==> config.mk <==
export PLATFORM = sky130hd
export DESIGN_NAME = ep0_ctl_seq
export DESIGN_NICKNAME = d
export VERILOG_FILES = /design/src/rtl/ep0_seq_pkg.sv /design/src/rtl/ep0_req_track.sv /design/src/rtl/ep0_stage_fsm.sv /design/src/rtl/ep0_irq_bank.sv /design/src/rtl/ep0_ctl_seq.sv
export SDC_FILE = /design/constraint.sdc
export NUM_CORES = 1
export LEC_CHECK = 0
export BUFFER_PORTS_ARGS = -buffer_cell sky130_fd_sc_hd__buf_2
export CORE_MARGIN = 10
export CORE_UTILIZATION = 50
export CTS_CLUSTER_DIAMETER = 60
export DETAILED_ROUTE_END_ITERATION = 16
export GPL_ROUTABILITY_DRIVEN = 1
export MAX_ROUTING_LAYER = met4
export PLACE_DENSITY = 0.9
export SLEW_MARGIN = 40
export SYNTH_ARGS = -nofsm -noshare
export SYNTH_HDL_FRONTEND = slang
export SYNTH_SLANG_ARGS = --single-unit
export TNS_END_PERCENT = 5
==> constraint.sdc <==
create_clock -name clk -period 3.9 [get_ports clk]
set_input_delay 0.78 -clock clk [delete_from_list [all_inputs] [get_ports clk]]
set_output_delay 0.78 -clock clk [all_outputs]
set_load 0.01 [all_outputs]
==> src/rtl/ep0_seq_pkg.sv <==
package ep0_seq_pkg;

    typedef enum logic [2:0] {
        ST_IDLE  = 3'd0,
        ST_SETUP = 3'd1,
        ST_DIN   = 3'd2,
        ST_DOUT  = 3'd3,
        ST_SIN   = 3'd4,
        ST_SOUT  = 3'd5
    } ep0_stage_e;

    localparam int IRQ_N      = 4;
    localparam int IRQ_SETUP  = 0;
    localparam int IRQ_EP0    = 1;
    localparam int IRQ_STDONE = 2;
    localparam int IRQ_STNAK  = 3;

    // class (01) or vendor (10) request type needs firmware
    function automatic logic needs_fw(input logic [7:0] bmreq);
        return (bmreq[6:5] == 2'b01) || (bmreq[6:5] == 2'b10);
    endfunction

    function automatic logic is_status(input ep0_stage_e s);
        return (s == ST_SIN) || (s == ST_SOUT);
    endfunction

    function automatic logic is_data(input ep0_stage_e s);
        return (s == ST_DIN) || (s == ST_DOUT);
    endfunction

endpackage

==> src/rtl/ep0_req_track.sv <==
module ep0_req_track #(
    parameter int WLEN_W  = 16,
    parameter int LEN_W   = 4,
    parameter int MAX_PKT = 8
) (
    input  logic              clk,
    input  logic              rst,
    input  logic              pk_setup,
    input  logic [7:0]        su_bmreq,
    input  logic [WLEN_W-1:0] su_wlen,
    input  logic              take,
    input  logic [LEN_W-1:0]  take_len,
    output logic              dir_in,
    output logic              wlen_zero,
    output logic              all_sent,
    output logic              fw_req
);
    localparam logic [LEN_W-1:0] CAP = LEN_W'(MAX_PKT);

    logic [WLEN_W-1:0] remain;
    logic [LEN_W-1:0]  eff_len;
    logic [WLEN_W-1:0] eff_wide;

    always_comb begin
        eff_len  = (take_len > CAP) ? CAP : take_len;
        eff_wide = WLEN_W'(eff_len);
    end

    always_ff @(posedge clk) begin
        if (rst) begin
            remain    <= '0;
            dir_in    <= 1'b0;
            wlen_zero <= 1'b1;
            fw_req    <= 1'b0;
        end else if (pk_setup) begin
            remain    <= su_wlen;
            dir_in    <= su_bmreq[7];
            wlen_zero <= (su_wlen == '0);
            fw_req    <= ep0_seq_pkg::needs_fw(su_bmreq);
        end else if (take) begin
            remain <= (remain > eff_wide) ? (remain - eff_wide) : '0;
        end
    end

    assign all_sent = (remain == '0);
endmodule

==> src/rtl/ep0_stage_fsm.sv <==
module ep0_stage_fsm
    import ep0_seq_pkg::*;
(
    input  logic             clk,
    input  logic             rst,
    input  logic             pk_setup,
    input  logic             pk_in_ack,
    input  logic             pk_out_data,
    input  logic             pk_status_zlp,
    input  logic             pk_status_nak,
    input  logic             fw_setup_ack,
    input  logic             fw_buf_loaded,
    input  logic             fw_eop,
    input  logic             dir_in,
    input  logic             wlen_zero,
    input  logic             all_sent,
    output ep0_stage_e       stage,
    output logic             buf_loaded,
    output logic             setup_pend,
    output logic             stage_err,
    output logic             take,
    output logic [IRQ_N-1:0] ev
);
    ep0_stage_e st_n;
    logic       buf_n, sp_n, err_n;

    always_comb begin
        st_n  = stage;
        buf_n = buf_loaded;
        sp_n  = setup_pend;
        err_n = stage_err;
        ev    = '0;
        take  = 1'b0;
        if (pk_setup) begin
            st_n          = ST_SETUP;
            buf_n         = 1'b0;
            sp_n          = 1'b1;
            ev[IRQ_SETUP] = 1'b1;
            if (is_status(stage)) err_n = 1'b1;
        end else begin
            if (is_data(stage) && pk_status_nak && !all_sent)
                ev[IRQ_STNAK] = 1'b1;
            unique case (stage)
                ST_SETUP: if (fw_setup_ack) begin
                    sp_n  = 1'b0;
                    err_n = 1'b0;
                    st_n  = wlen_zero ? ST_SIN : (dir_in ? ST_DIN : ST_DOUT);
                end
                ST_DIN: begin
                    if (pk_in_ack && buf_loaded) begin
                        take        = 1'b1;
                        buf_n       = 1'b0;
                        ev[IRQ_EP0] = 1'b1;
                    end
                    if (fw_buf_loaded) buf_n = 1'b1;
                    if (fw_eop)        st_n  = ST_SOUT;
                end
                ST_DOUT: begin
                    if (pk_out_data) begin
                        take        = 1'b1;
                        ev[IRQ_EP0] = 1'b1;
                    end
                    if (fw_eop) st_n = ST_SIN;
                end
                ST_SIN, ST_SOUT: if (pk_status_zlp) begin
                    st_n           = ST_IDLE;
                    ev[IRQ_STDONE] = 1'b1;
                end
                default: ;
            endcase
        end
    end

    always_ff @(posedge clk) begin
        if (rst) begin
            stage      <= ST_IDLE;
            buf_loaded <= 1'b0;
            setup_pend <= 1'b0;
            stage_err  <= 1'b0;
        end else begin
            stage      <= st_n;
            buf_loaded <= buf_n;
            setup_pend <= sp_n;
            stage_err  <= err_n;
        end
    end
endmodule

==> src/rtl/ep0_irq_bank.sv <==
module ep0_irq_bank #(
    parameter int N = 4
) (
    input  logic         clk,
    input  logic         rst,
    input  logic [N-1:0] set_ev,
    input  logic [N-1:0] clr,
    input  logic [N-1:0] mask,
    output logic [N-1:0] pend,
    output logic         irq
);
    for (genvar i = 0; i < N; i++) begin : g_flag
        always_ff @(posedge clk) begin
            if (rst)            pend[i] <= 1'b0;
            else if (set_ev[i]) pend[i] <= 1'b1;
            else if (clr[i])    pend[i] <= 1'b0;
        end
    end

    assign irq = |(pend & ~mask);
endmodule

==> src/rtl/ep0_ctl_seq.sv <==
module ep0_ctl_seq #(
    parameter int WLEN_W  = 16,
    parameter int MAX_PKT = 8,
    parameter int LEN_W   = $clog2(MAX_PKT + 1)
) (
    input  logic              clk,
    input  logic              rst,
    input  logic              pk_setup,
    input  logic [7:0]        su_bmreq,
    input  logic [WLEN_W-1:0] su_wlen,
    input  logic              pk_in_ack,
    input  logic              pk_out_data,
    input  logic [LEN_W-1:0]  pk_len,
    input  logic              pk_status_zlp,
    input  logic              pk_status_nak,
    input  logic              fw_setup_ack,
    input  logic              fw_buf_loaded,
    input  logic              fw_eop,
    input  logic [3:0]        fw_irq_clr,
    input  logic [3:0]        fw_irq_mask,
    output logic [2:0]        stage,
    output logic              buf_loaded,
    output logic              setup_pend,
    output logic              stage_err,
    output logic              req_fw,
    output logic [3:0]        irq_pend,
    output logic              irq
);
    import ep0_seq_pkg::*;

    ep0_stage_e       stage_q;
    logic             dir_in, wlen_zero, all_sent, take;
    logic [IRQ_N-1:0] ev;

    ep0_req_track #(.WLEN_W(WLEN_W), .LEN_W(LEN_W), .MAX_PKT(MAX_PKT)) u_req (
        .clk(clk), .rst(rst), .pk_setup(pk_setup), .su_bmreq(su_bmreq),
        .su_wlen(su_wlen), .take(take), .take_len(pk_len),
        .dir_in(dir_in), .wlen_zero(wlen_zero), .all_sent(all_sent),
        .fw_req(req_fw)
    );

    ep0_stage_fsm u_fsm (
        .clk(clk), .rst(rst), .pk_setup(pk_setup), .pk_in_ack(pk_in_ack),
        .pk_out_data(pk_out_data), .pk_status_zlp(pk_status_zlp),
        .pk_status_nak(pk_status_nak), .fw_setup_ack(fw_setup_ack),
        .fw_buf_loaded(fw_buf_loaded), .fw_eop(fw_eop), .dir_in(dir_in),
        .wlen_zero(wlen_zero), .all_sent(all_sent), .stage(stage_q),
        .buf_loaded(buf_loaded), .setup_pend(setup_pend),
        .stage_err(stage_err), .take(take), .ev(ev)
    );

    ep0_irq_bank #(.N(IRQ_N)) u_irq (
        .clk(clk), .rst(rst), .set_ev(ev), .clr(fw_irq_clr),
        .mask(fw_irq_mask), .pend(irq_pend), .irq(irq)
    );

    assign stage = stage_q;
endmodule

Word level (Yosys, flattened, before mapping):

Index checks and enable logic that the tools add are counted.
Widths: inputs -> output; s select.

* flip-flop bits (word level): 29
* bits in latches: 0
* memory bits (writable): 0
* ROM bits: 0
* input port bits: 46
* output and inout bits: 12
* memories kept: 0

* add/sub/neg operators: 1
* multipliers: 0
* div/mod/pow operators: 0
* order comparisons: 2
* eq/ne operators: 16
* shift-type cells: 0
* multiplexer cells: 36
* bitwise operators: 2
* reduce and logical (&&, ||, !) cells: 27

Operators by type and width (number)
* $mux 16: 3
* $logic_not 16->1: 2
* $mux 1: 24
* $mux 3: 6
* $gt 16x4->1: 1
* $reduce_bool 2->1: 8
* $sub 16x4->16: 1
* $ne 3x3->1 const B: 4
* $pmux 3 s4: 1
* $reduce_and 5->1: 2
* $ne 2x2->1 const B: 4
* $eq 3x2->1 const B: 2
* $eq 3x3->1 const B: 2
* $reduce_bool 5->1: 1
* $and 4x4->4: 1
* $gt 4x4->1 const B: 1
* $mux 4: 1
* $not 4->4: 1
* $reduce_and 2->1: 2
* $reduce_bool 4->1: 1
* $reduce_or 2->1: 2
* $reduce_or 4->1: 1
* $eq 3x1->1 const B: 1
* $logic_and 1x1->1: 3
* 7 further kinds: 9

Logic depth before layout (Yosys ltp):

Gate-level depths: netlist (run 1).

* depth after elaboration: 7
* depth in mapped cells: 9

Cells and area by module:

From an unflattened synthesis (run 1), not the netlist that was laid out.

* cells, all modules: 230
* area total of the unflattened synthesis: 1848.0 um^2

Modules (own cells, without submodules)
* ep0_req_track: instances 1, cells an instance 162, area an instance 1278.7 um^2, seq. area each 380.4 um^2
* ep0_stage_fsm: instances 1, cells an instance 47, area an instance 397.9 um^2, seq. area each 120.1 um^2
* ep0_irq_bank: instances 1, cells an instance 21, area an instance 171.4 um^2, seq. area each 80.1 um^2

Least setup slack after synthesis (run 1):

Ideal clock, no wire load.

* kind: in2reg
* start: input pk_len[3]
* end: register u_req.remain[5]
* setup time: 0.122 ns
* arrival time: 2.242 ns
* data required time: 3.778 ns
* path slack: 1.536 ns
* cell stages on the path: 8
* buffers on the path: 0
* cell sequence: inv_1 nand2_1 ha_1 nor2b_1 o31a_1 nor3_1 a21oi_1 a221o_1

* longest elaborated chain between the ends: 6
* elaborated cells on any way between the ends: 7
* classes of those cells: add/sub (1); order compare (2); mux (4)

Ends and longest elaborated chain
* start, declared: line ep0_ctl_seq.sv:13 `input logic [LEN_W-1:0] pk_len,`
* $gt 4x4->1: line ep0_req_track.sv:25 `eff_len = (take_len > CAP) ? CAP : take_len;`
* $mux 4 (*): line ep0_req_track.sv:25
* $sub 16x4->16 / $gt 16x4->1 (equally long branches): line ep0_req_track.sv:41 `remain <= (remain > eff_wide) ? (remain - eff_wide) : '0;`
* $mux 16 (*): line ep0_req_track.sv:41
* $mux 16 (*): line ep0_req_track.sv:40 `end else if (take) begin`
* $mux 16 (*): line ep0_req_track.sv:35 `end else if (pk_setup) begin`
* end signal, assigned: line ep0_req_track.sv:36 `remain <= su_wlen;`
* end signal, assigned: line ep0_req_track.sv:41
* end, declared: line ep0_req_track.sv:20 `logic [WLEN_W-1:0] remain;`

Every way passes the cells marked *; elsewhere a longest branch is shown, timed or not. The select of a mux whose other input is x is not followed.
A chain may end at the register's enable or synchronous reset.

Worst setup path after layout (run 1):

Same ends and word-level chain as after synthesis.

==> impl_results.md, run 1 <==
- Core region area: about 3400 sq um
- Synth unique cells: 48
- Most used routing layer: met2
- Critical path launch point type: input pin
- Nets: about 330
- Die height: a little under 80 um
- Crit share post-route: between 60% and 70%
- Synthesis warning total: 0
- DR iter-0 viols: about 160
- Final Critical Period: between 2 and 2.5 ns
- Vias in the first global route: between 1500 and 2000
- Num rows: 21
- Top FF cell, synth: dfxtp_1
- P_leak: 0.877 nW
- RePlAce Congestion: between 0.9 and 1
- TNS Setup: 0 ns
- Routed WL: about 5.3 mm
- FF+latch count, synth: 29
- Synth top area share: 32.7%
- Required @ worst endpoint: 4.20 ns
- Cell taking the most area after synthesis: dfxtp_1
- Clock Latency Late Sink: 0.34 ns
- Met3 GRT Util: a little over 6%
- EDFF count, synth: 0
- Share of cells above drive strength 1: between 20% and 30%
- Synth top area cells: dfxtp_1 33%, nand2_1 5.5%, a21oi_1 4.2%, xnor2_1 3.9%, a31oi_1 3.9%
- Critical Path Fanout Max: 7
- Post-cts sizing count: 0
- I/O Buffers: 52
- Residual DRC count: 0
- Slew Limit Fails: 0
- CTS H-Tree Depth: 2
- CTS sink cnt: 29
- Slew HR: 58.5%
- Setup Skew: 0.00736 ns
- Fmax: a little over 0.4 GHz
- Largest net degree at the start of global routing: 27
- Post-CTS setup buffer count: 0
- Sequential-to-total area share from yosys stat: roughly 33%
- Synth Net Count: 277
- Initial antenna violation count: 0
- DP HPWL: ~4.0 mm
- First-pass GRT wire length: between 8 and 9 mm
- Met1 usage: between 10% and 20%
- Syn_area_per_cell: between 7 and 8 sq um
- DIE AREA: roughly 6300 sq um
- Area delta synth->final: 20.3%
- Final setup viols: 0
- Worst EP arrival: ~2.7 ns
- WL/cell: between 15 and 20 um
- Synth Instances: around 230
- Pre-antenna DRT Iters: 5
- Via count: 1981
- Total CTS buffers: 5
- Max IR drop VDD: about 0.21 mV
- Critical Path Sink Type: flop
- Worst Max-Slew Pin Slew: 0.617 ns
- Tot GR Track Use: 17.0%
- Pwr per Cell Area: between 300 and 400 nW/um^2
- Effective utilization at floorplan: 52.4%
- Unrepaired setup endpoints after global routing: no
- Hold WS: approximately 0.48 ns
- Final Hold Viols: 0
- Root buf cell: clkbuf_4
- GRT overflow: 0
- Crit Path Category: in -> reg
- Post-Syn Area: 1780 sq um
- Async S/R FF share, synth: 0%
- Met2 global-route usage: between 20 and 30%
- Worst-path clk slew: roughly 0.10 ns
- ANT nets after route: 0
- Status: finished, final reports clean
- Die width: about 80 um
- Diode count: 0
- Max cap viols: 0
- Via density per instance: between 6 and 7
- Hold crit path type: reg -> reg
- Max clock buf depth: 2
- CTS tree: built
- # hold bufs at CTS: 0
- IO Count: 58
-- registers in the layout, summed over array words and instances, names as in the netlist --
register          flops
u_fsm.stage_err       1
u_fsm.setup_pend      1
u_fsm.buf_loaded      1
u_req.remain         16
u_irq.pend            4
u_fsm.stage           3
u_req.fw_req          1
u_req.dir_in          1
u_req.wlen_zero       1
-- logic make-up after synthesis --
logic type	share of synthesized area (%)
AO/OA/AOI/OAI	22.7
XOR/XNOR	4.44
adder cells (fa/ha/maj)	4.65
buffers and inverters	3.66
flip-flops	32.7
multiplexers	1.69
AND/OR/NAND/NOR	30.2
-- Yosys cell counts (all sizes together), types with 2 or more instances --
cell type  number
nand2          26
a22oi           3
or3             2
nand2b          6
o21ai           9
mux2i           3
clkbuf          6
a21oi          17
nand4           4
o221ai          2
nand3b          2
and2            6
o21a            2
dfxtp          29
nand3           9
nor2b           4
nor4            9
o22ai           7
nor3            7
xnor2           8
nor2           17
or4             2
inv             9
ha              5
a31oi          11
-- worst max-delay path, stage by stage --
cell	delay, ns
buf_2	0.10
inv_1	0.09
nand2_1	0.13
ha_1	0.31
nor2b_1	0.14
o31a_1	0.35
nor3_1	0.31
nor3b_1	0.29
a221o_1	0.18
-- area by class of cell --
type                    count  area [sq um]
well taps                  46          57.6
multi-input cells         179          1130
repair buffers             52           260
flip-flops and latches     29           581
clock inverters             1          5.00
inverters                  10          37.5
fillers                   296          1250
clock buffers               7          65.1
-- per-layer routing --
layer	share of wire, %	vias up
li1	-	932
met1	41	914
met2	46	121
met3	10	14
met4	1.6	0
met5	0	-
-- power by group --
part	switching, mW	internal (mW)	total, mW
logic	0.0885	0.0732	0.162
registers	0.0186	0.311	0.330
clock network	0.113	0.104	0.217
-- stage by stage --
stage                     setup WS (ns)  total power, mW  cells  util (%)  area [sq um]
after floorplan                    1.54            0.442    225         -          1780
after global placement             1.24            0.489    316      60.9          2070
after detailed placement           1.17            0.495    316      60.9          2070
after CTS                          1.53            0.707    324      63.0          2140
after global routing               1.39            0.746    324      63.0          2140
final                              1.49            0.708    324      63.0          2140
-- path summary, 6_finish.rpt --
path,start,end,slack (ns),cells after the start
max,pk_len[3],u_req.remain[5]$_SDFFE_PP0P_,1.49,9
min,u_irq.pend[3]$_SDFFE_PP0P_,u_irq.pend[3]$_SDFFE_PP0P_,0.48,2
max reg2reg,u_req.remain[1]$_SDFFE_PP0P_,u_req.remain[5]$_SDFFE_PP0P_,1.82,6
min reg2reg,u_irq.pend[3]$_SDFFE_PP0P_,u_irq.pend[3]$_SDFFE_PP0P_,0.48,2
-- cell usage in the layout, fill, tap and decap left out, drive strengths merged, types with 7 or more instances in the layout --
cell / count
buf: 52
dfxtp: 29
nand2: 26
nor2: 17
a21oi: 17
a31oi: 11
inv: 9
nand3: 9
o21ai: 9
nor4: 9
xnor2: 8
nor3: 7
o22ai: 7
clkbuf: 7
No activity file was read; power rests on OpenSTA's default activity.
==> run 2, diff against run 1 <==
--- a/config.mk
+++ b/config.mk
@@ -7,12 +7,12 @@
 export LEC_CHECK = 0
 export BUFFER_PORTS_ARGS = -buffer_cell sky130_fd_sc_hd__buf_2
 export CORE_MARGIN = 10
-export CORE_UTILIZATION = 50
+export CORE_UTILIZATION = 45
 export CTS_CLUSTER_DIAMETER = 60
 export DETAILED_ROUTE_END_ITERATION = 16
 export GPL_ROUTABILITY_DRIVEN = 1
 export MAX_ROUTING_LAYER = met4
-export PLACE_DENSITY = 0.9
+export PLACE_DENSITY = 0.86
 export SLEW_MARGIN = 40
 export SYNTH_ARGS = -nofsm -noshare
 export SYNTH_HDL_FRONTEND = slang
==> constraint.sdc (replaced) <==
create_clock -name clk -period 2 [get_ports clk]
set_input_delay 0.4 -clock clk [delete_from_list [all_inputs] [get_ports clk]]
set_output_delay 0.4 -clock clk [all_outputs]
set_load 0.01 [all_outputs]
==> impl_results.md, run 2 (synthesis gave the netlist of run 1 again) <==
- Num rows: 22 (+4.8%)
- I/O Buffers: 52 (unchanged)
- Status: finished, final reports clean
- Largest regs: u_req.remain (16), u_irq.pend (4), u_fsm.stage (3)
- DP HPWL: 4.30 mm (+7.8%)
- ANT nets after route: 0 (unchanged)
- Dpl cell area: 2190 sq um (+5.9%)
- Total CTS buffers: 5 (unchanged)
- Die height: 82.8 um (+4.0%)
- Worst EP arrival: 2.13 ns (-0.57 ns)
- Slew Limit Fails: 0 (unchanged)
- Final Critical Period: around 1.9 ns
- Pwr per Cell Area: 664 nW/um^2 (+100%)
- Met2 global-route usage: 26.7% (-0.12 points)
- Share of cells above drive strength 1: 33.3% (+8.9 points)
- First-pass GRT wire length: 9.50 mm (+12%)
- Share of total power in sequential cells: 41.1% (-5.4 points)
- Die width: 82.8 um (+4.0%)
- DR iter-0 viols: 186 (+16%)
- CTS tree: built
- Worst Max-Slew Pin Slew: 0.503 ns (-0.114 ns)
- Pre-antenna DRT Iters: 4 (-1)
- RePlAce Congestion: 1.02 (+10%)
- Core region area: 3740 sq um (+10%)
- Cell area after layout: 2360 sq um (+10%)
- Worst-path clk slew: 0.06 ns (-0.04 ns)
- Nets: 345 (+4.9%)
- Via density per instance: 5.97 (-2.3%)
- Area delta synth->final: 32.9%
- Combinational power share: 24.4% (+1.6 points)
- Reg with most FFs: u_req.remain
- CTS sink cnt: 29 (unchanged)
- Sw power: 0.467 mW (+110%)
- Post-route setup slack: 0.0880 ns (-1.41 ns)
- Effective utilization at floorplan: 47.4% (-5.0 points)
- Switching share of total power: 29.8% (-1.2 points)
- IO Count: 58 (unchanged)
- Final setup viols: 0 (unchanged)
- Initial antenna violation count: 0 (unchanged)
- Max clock buf depth: 2 (unchanged)
- Via count: 2043 (+3.1%)
- Critical path launch point type: flop
- Max IR drop VDD: 0.429 mV (+110%)
- P_leak: 0.982 nW (+12%)
- TNS Setup: 0 ns (unchanged)
- Root buf cell: clkbuf_8
- Commonest non-fill, non-tap cell in the layout: buf_2
- Int Pwr: 1.10 mW (+120%)
- Clock Latency Late Sink: 0.29 ns (-0.05 ns)
- Max cap viols: 0 (unchanged)
- Final Hold Viols: 0 (unchanged)
- Clk pwr share: 34.5% (+3.9 points)
- Hold crit path type: in -> reg
- DIE AREA: 6860 sq um (+8.3%)
- Setup Skew: 0.00560 ns (-0.00176 ns)
- Met3 GRT Util: 4.69% (-1.4 points)
- Most used routing layer: met2
- Slew HR: 66.2% (+7.7 points)
- Largest net degree at the start of global routing: 23 (-15%)
- # hold bufs at CTS: 0 (unchanged)
- Largest register FFs: 16 (unchanged)
- Crit share post-route: between 90% and 100%
- Met1 usage: 19.4% (+0.40 points)
- GRT overflow: 0 (unchanged)
- Critical Path Fanout Max: 6 (-1)
- Residual DRC count: 0 (unchanged)
- Routed WL: 5.82 mm (+10%)
- Commonest cells after routing, fill and taps aside: 52 x buf_2, 28 x dfxtp_1, 25 x nand2_1
- Fmax: approximately 0.52 GHz
- CTS H-Tree Depth: 2 (unchanged)
- Unrepaired setup endpoints after global routing: no
- Vias in the first global route: 1991 (+5.7%)
- Diode count: 0 (unchanged)
- Critical Path Sink Type: flop
- Required @ worst endpoint: 2.22 ns (-1.98 ns)
- Crit Path Category: reg -> reg
- WL/cell: 17.0 um (+4.4%)
- Tot GR Track Use: 16.6% (-0.40 points)
- Post-place setup slack: -0.322 ns (-1.49 ns)
run 2: final cells by class:
cell class	count	area, sq um
flip-flops and latches	29	582
fillers	334	1380
inverters	10	37.5
repair buffers	68	380
multi-input cells	179	1200
clock inverters	1	5.00
clock buffers	7	96.3
well taps	48	60.1
run 2: repair_timing:
item / 4_1_cts / 5_1_grt
setup endpoints to repair: 5 / 15
gates resized for setup: 6 / 10
endpoints found under the hold margin: 0 / 0
buffers inserted: 0 / 0
run 2: worst paths after layout:
kind / start / end / slack (ns) / depth (start not counted)
worst min register to register: u_irq.pend[3]$_SDFFE_PP0P_ / u_irq.pend[3]$_SDFFE_PP0P_ / 0.47 / 2
worst max-delay path: u_req.remain[0]$_SDFFE_PP0P_ / u_req.remain[4]$_SDFFE_PP0P_ / 0.09 / 9
worst min-delay path: su_wlen[9] / u_req.remain[9]$_SDFFE_PP0P_ / 0.34 / 3
worst max register to register: u_req.remain[0]$_SDFFE_PP0P_ / u_req.remain[4]$_SDFFE_PP0P_ / 0.09 / 9
run 2: power groups by stage:
stage | Sequential, mW | Combinational, mW | Clock (mW)
final | 0.644 | 0.383 | 0.540
after global routing | 0.647 | 0.418 | 0.567
after CTS | 0.641 | 0.363 | 0.544
after detailed placement | 0.653 | 0.347 | 0
after global placement | 0.651 | 0.336 | 0
after floorplan | 0.651 | 0.211 | 0
run 2: metal layers:
metal  vias up  routed length, um
met5         -                  0
met4         0                107
met1       960               2460
met3        15                430
li1        965                  -
met2       103               2820
run 2: metrics by stage:
stage	hold slack, ns	std cells	utilization (%)	power (mW)
after floorplan	0.455	225	-	0.862
final	0.344	342	63.0	1.57
after global routing	0.355	342	63.0	1.63
after global placement	0.455	334	58.5	0.987
after detailed placement	0.460	334	58.5	1.00
after CTS	0.342	342	61.9	1.55
run 2: critical path, cell delays in order, from the launching register on:
cell     delay, ns
dfxtp_1       0.36
inv_1         0.06
ha_2          0.19
inv_1         0.07
fa_2          0.23
nand3_4       0.10
a21bo_2       0.24
a21oi_2       0.31
nand3_1       0.12
a31oi_1       0.16
==> run 3, diff against run 2 <==
--- a/config.mk
+++ b/config.mk
@@ -6,7 +6,7 @@
 export NUM_CORES = 1
 export LEC_CHECK = 0
 export BUFFER_PORTS_ARGS = -buffer_cell sky130_fd_sc_hd__buf_2
-export CORE_MARGIN = 10
+export CORE_MARGIN = 8
 export CORE_UTILIZATION = 45
 export CTS_CLUSTER_DIAMETER = 60
 export DETAILED_ROUTE_END_ITERATION = 16
==> impl_results.md, run 3 (synthesis gave the netlist of run 1 again) <==
- Hold path depth: 2 (-1)
- Effective utilization at floorplan: 45.7% (-1.7 points)
- GRT overflow: 0 (unchanged)
- Hold endpoint: u_fsm.stage[2]$_SDFFE_PP0P_
- Root buf cell: clkbuf_8
- Crit share post-route: 95.0% (-0.62 points)
- Largest regs: u_req.remain (16), u_irq.pend (4), u_fsm.stage (3)
- Die height: 78.8 um (-4.8%)
- IO Count: 58 (unchanged)
- Reg2reg end: u_req.remain[14]$_SDFFE_PP0P_
- Tot GR Track Use: 18.6% (+2.1 points)
- ANT nets after route: 0 (unchanged)
- WL/cell: 16.4 um (-3.9%)
- First-pass GRT wire length: 9.18 mm (-3.4%)
- FILL cells: 340 (+1.8%)
- Commonest non-fill, non-tap cell in the layout: buf_2
- Area delta synth->final: 33.2%
- Max cap viols: 0 (unchanged)
- Residual DRC count: 0 (unchanged)
- P_leak: 0.980 nW (-0.26%)
- Critical Path Sink Type: flop
- Max IR drop VDD: 0.453 mV (+5.8%)
- I/O Buffers: 52 (unchanged)
- Setup Skew: 0.00557 ns (-0.0000306 ns)
- Clock Latency Late Sink: 0.29 ns (about the same)
- DP HPWL: 4.17 mm (-3.1%)
- Nets: 343 (-0.58%)
- Util after Layout: 60.9% (-2.2 points)
- Post-route setup slack: 0.100 ns (+0.0124 ns)
- Switching share of total power: 30.2% (+0.39 points)
- Cells on worst reg2reg path: 9 (unchanged)
- Final setup viols: 0 (unchanged)
- Final Power: 1.57 mW (+0.35%)
- Share of total power in sequential cells: 41.0% (about the same)
- CTS H-Tree Depth: 2 (unchanged)
- Commonest cells after routing, fill and taps aside: 52 x buf_2, 28 x dfxtp_1, 25 x nand2_1
- Crit Path Category: reg -> reg
- Flop-to-flop setup slack: 0.10 ns (about the same)
- Critical path launch point type: flop
- Slew HR: 63.8% (-2.4 points)
- Required @ worst endpoint: 2.20 ns (-0.02 ns)
- CTS sink cnt: 29 (unchanged)
- Max clock buf depth: 2 (unchanged)
- Share of cells above drive strength 1: 32.2% (-1.1 points)
- Worst-path clk slew: 0.07 ns (about the same)
- Final Hold Viols: 0 (unchanged)
- HP Start: pk_status_zlp
- Sw power: 0.475 mW (+1.7%)
- Via density per instance: 5.76 (-3.5%)
- RePlAce Congestion: 0.889 (-13%)
- Core region area: 3880 sq um (+3.8%)
- Critical Path Fanout Max: 6 (unchanged)
- Post-place setup slack: -0.289 ns (+0.0320 ns)
- Initial antenna violation count: 0 (unchanged)
- Fmax: 0.526 GHz (+0.65%)
- DIE AREA: 6210 sq um (-9.4%)
- Combinational power share: 24.2% (-0.2 points)
- Cell area after layout: 2360 sq um (+0.21%)
- CTS tree: built
- Hold crit path type: in -> reg
- DR iter-0 viols: 136 (-27%)
- Worst EP arrival: 2.10 ns (-0.03 ns)
- Unrepaired setup endpoints after global routing: yes
- Dpl cell area: 2180 sq um (-0.57%)
- Largest net degree at the start of global routing: 23 (unchanged)
- Total CTS buffers: 5 (unchanged)
- Via count: 1971 (-3.5%)
- Slew Limit Fails: 0 (unchanged)
- Num rows: 23 (+4.5%)
- Clk pwr share: 34.8% (+0.3 points)
- Die width: 78.8 um (-4.8%)
- Pwr per Cell Area: 665 nW/um^2 (+0.14%)
- Final Critical Period: 1.90 ns (-0.0124 ns)
- Vias in the first global route: 2008 (+0.85%)
- Worst Max-Slew Pin Slew: 0.539 ns (+0.0358 ns)
- Pre-antenna DRT Iters: 4 (unchanged)
- Status: finished, final reports clean
- Post-CTS setup buffer count: 0 (unchanged)
- Diode count: 0 (unchanged)
- Routed WL: 5.59 mm (-3.9%)
- # hold bufs at CTS: 0 (unchanged)
- Int Pwr: 1.10 mW (-0.21%)
- Reg with most FFs: u_req.remain
- Worst r2r src: u_req.remain[0]$_SDFFE_PP0P_
- Largest register FFs: 16 (unchanged)
## run 3: changes by cell type in the layout (fill, tap and decap cells not counted), sizes merged
cell / delta
buf: -2
## run 3: power groups by stage
stage	Combinational, mW	Clock [mW]	Sequential, mW
finish	0.380	0.547	0.645
global route	0.419	0.582	0.649
CTS	0.344	0.554	0.642
detailed placement	0.338	0	0.655
global placement	0.328	0	0.652
floorplan	0.211	0	0.651
## run 3: final cells by class
type | count | area (sq um) | area share (%)
Multi-Input combinational cell | 179 | 1220 | 51.4
Sequential cell | 29 | 582 | 24.6
Timing Repair Buffer | 66 | 365 | 15.4
Clock buffer | 7 | 96.3 | 4.07
Tap cell | 50 | 62.6 | 2.65
Inverter | 10 | 37.5 | 1.59
Clock inverter | 1 | 5.00 | 0.212
## run 3: what timing repair did
item | CTS | global route
gates cloned | 0 | 0
setup endpoints to repair | 2 | 16
gates resized for setup | 2 | 16
pin swaps | 0 | 2
## run 3: per-layer routing
metal | GRT usage (%) | up-vias | share of wire (%)
met5 | - | - | 0
met4 | 7.41 | 0 | 1.8
met3 | 4.74 | 11 | 6.4
met2 | 30.6 | 70 | 50
met1 | 21.3 | 925 | 41
li1 | - | 965 | -
## run 3: worst max-delay path by stage
stage / from / end / slack (ns)
6_report: u_req.remain[0]$_SDFFE_PP0P_ / u_req.remain[14]$_SDFFE_PP0P_ / 0.10
5_1_grt: pk_len[3] / u_req.remain[5]$_SDFFE_PP0P_ / -0.04
4_1_cts: u_req.remain[0]$_SDFFE_PP0P_ / u_req.remain[11]$_SDFFE_PP0P_ / 0.007
3_5_place_dp: pk_len[3] / u_req.remain[5]$_SDFFE_PP0P_ / -0.29
3_3_place_gp: pk_len[3] / u_req.remain[5]$_SDFFE_PP0P_ / -0.23
2_1_floorplan: pk_len[3] / u_req.remain[5]$_SDFFE_PP0P_ / 0.02
## run 3: worst max-delay path: stages (launching register included)
cell and delay (ns):
dfxtp_1 0.36, inv_1 0.06, ha_1 0.22, inv_1 0.08, fa_2 0.23, nand3_4 0.11, a21bo_4 0.26, a21oi_4 0.18
nand2_2 0.13, o22ai_1 0.19
## run 3: through the flow
stage / hold slack, ns / instances / setup TNS [ns]
detailed placement: 0.460 / 334 / -2.70
global route: 0.350 / 342 / -0.0773
CTS: 0.328 / 342 / 0
global placement: 0.451 / 334 / -1.79
finish: 0.331 / 342 / 0
floorplan: 0.455 / 225 / 0
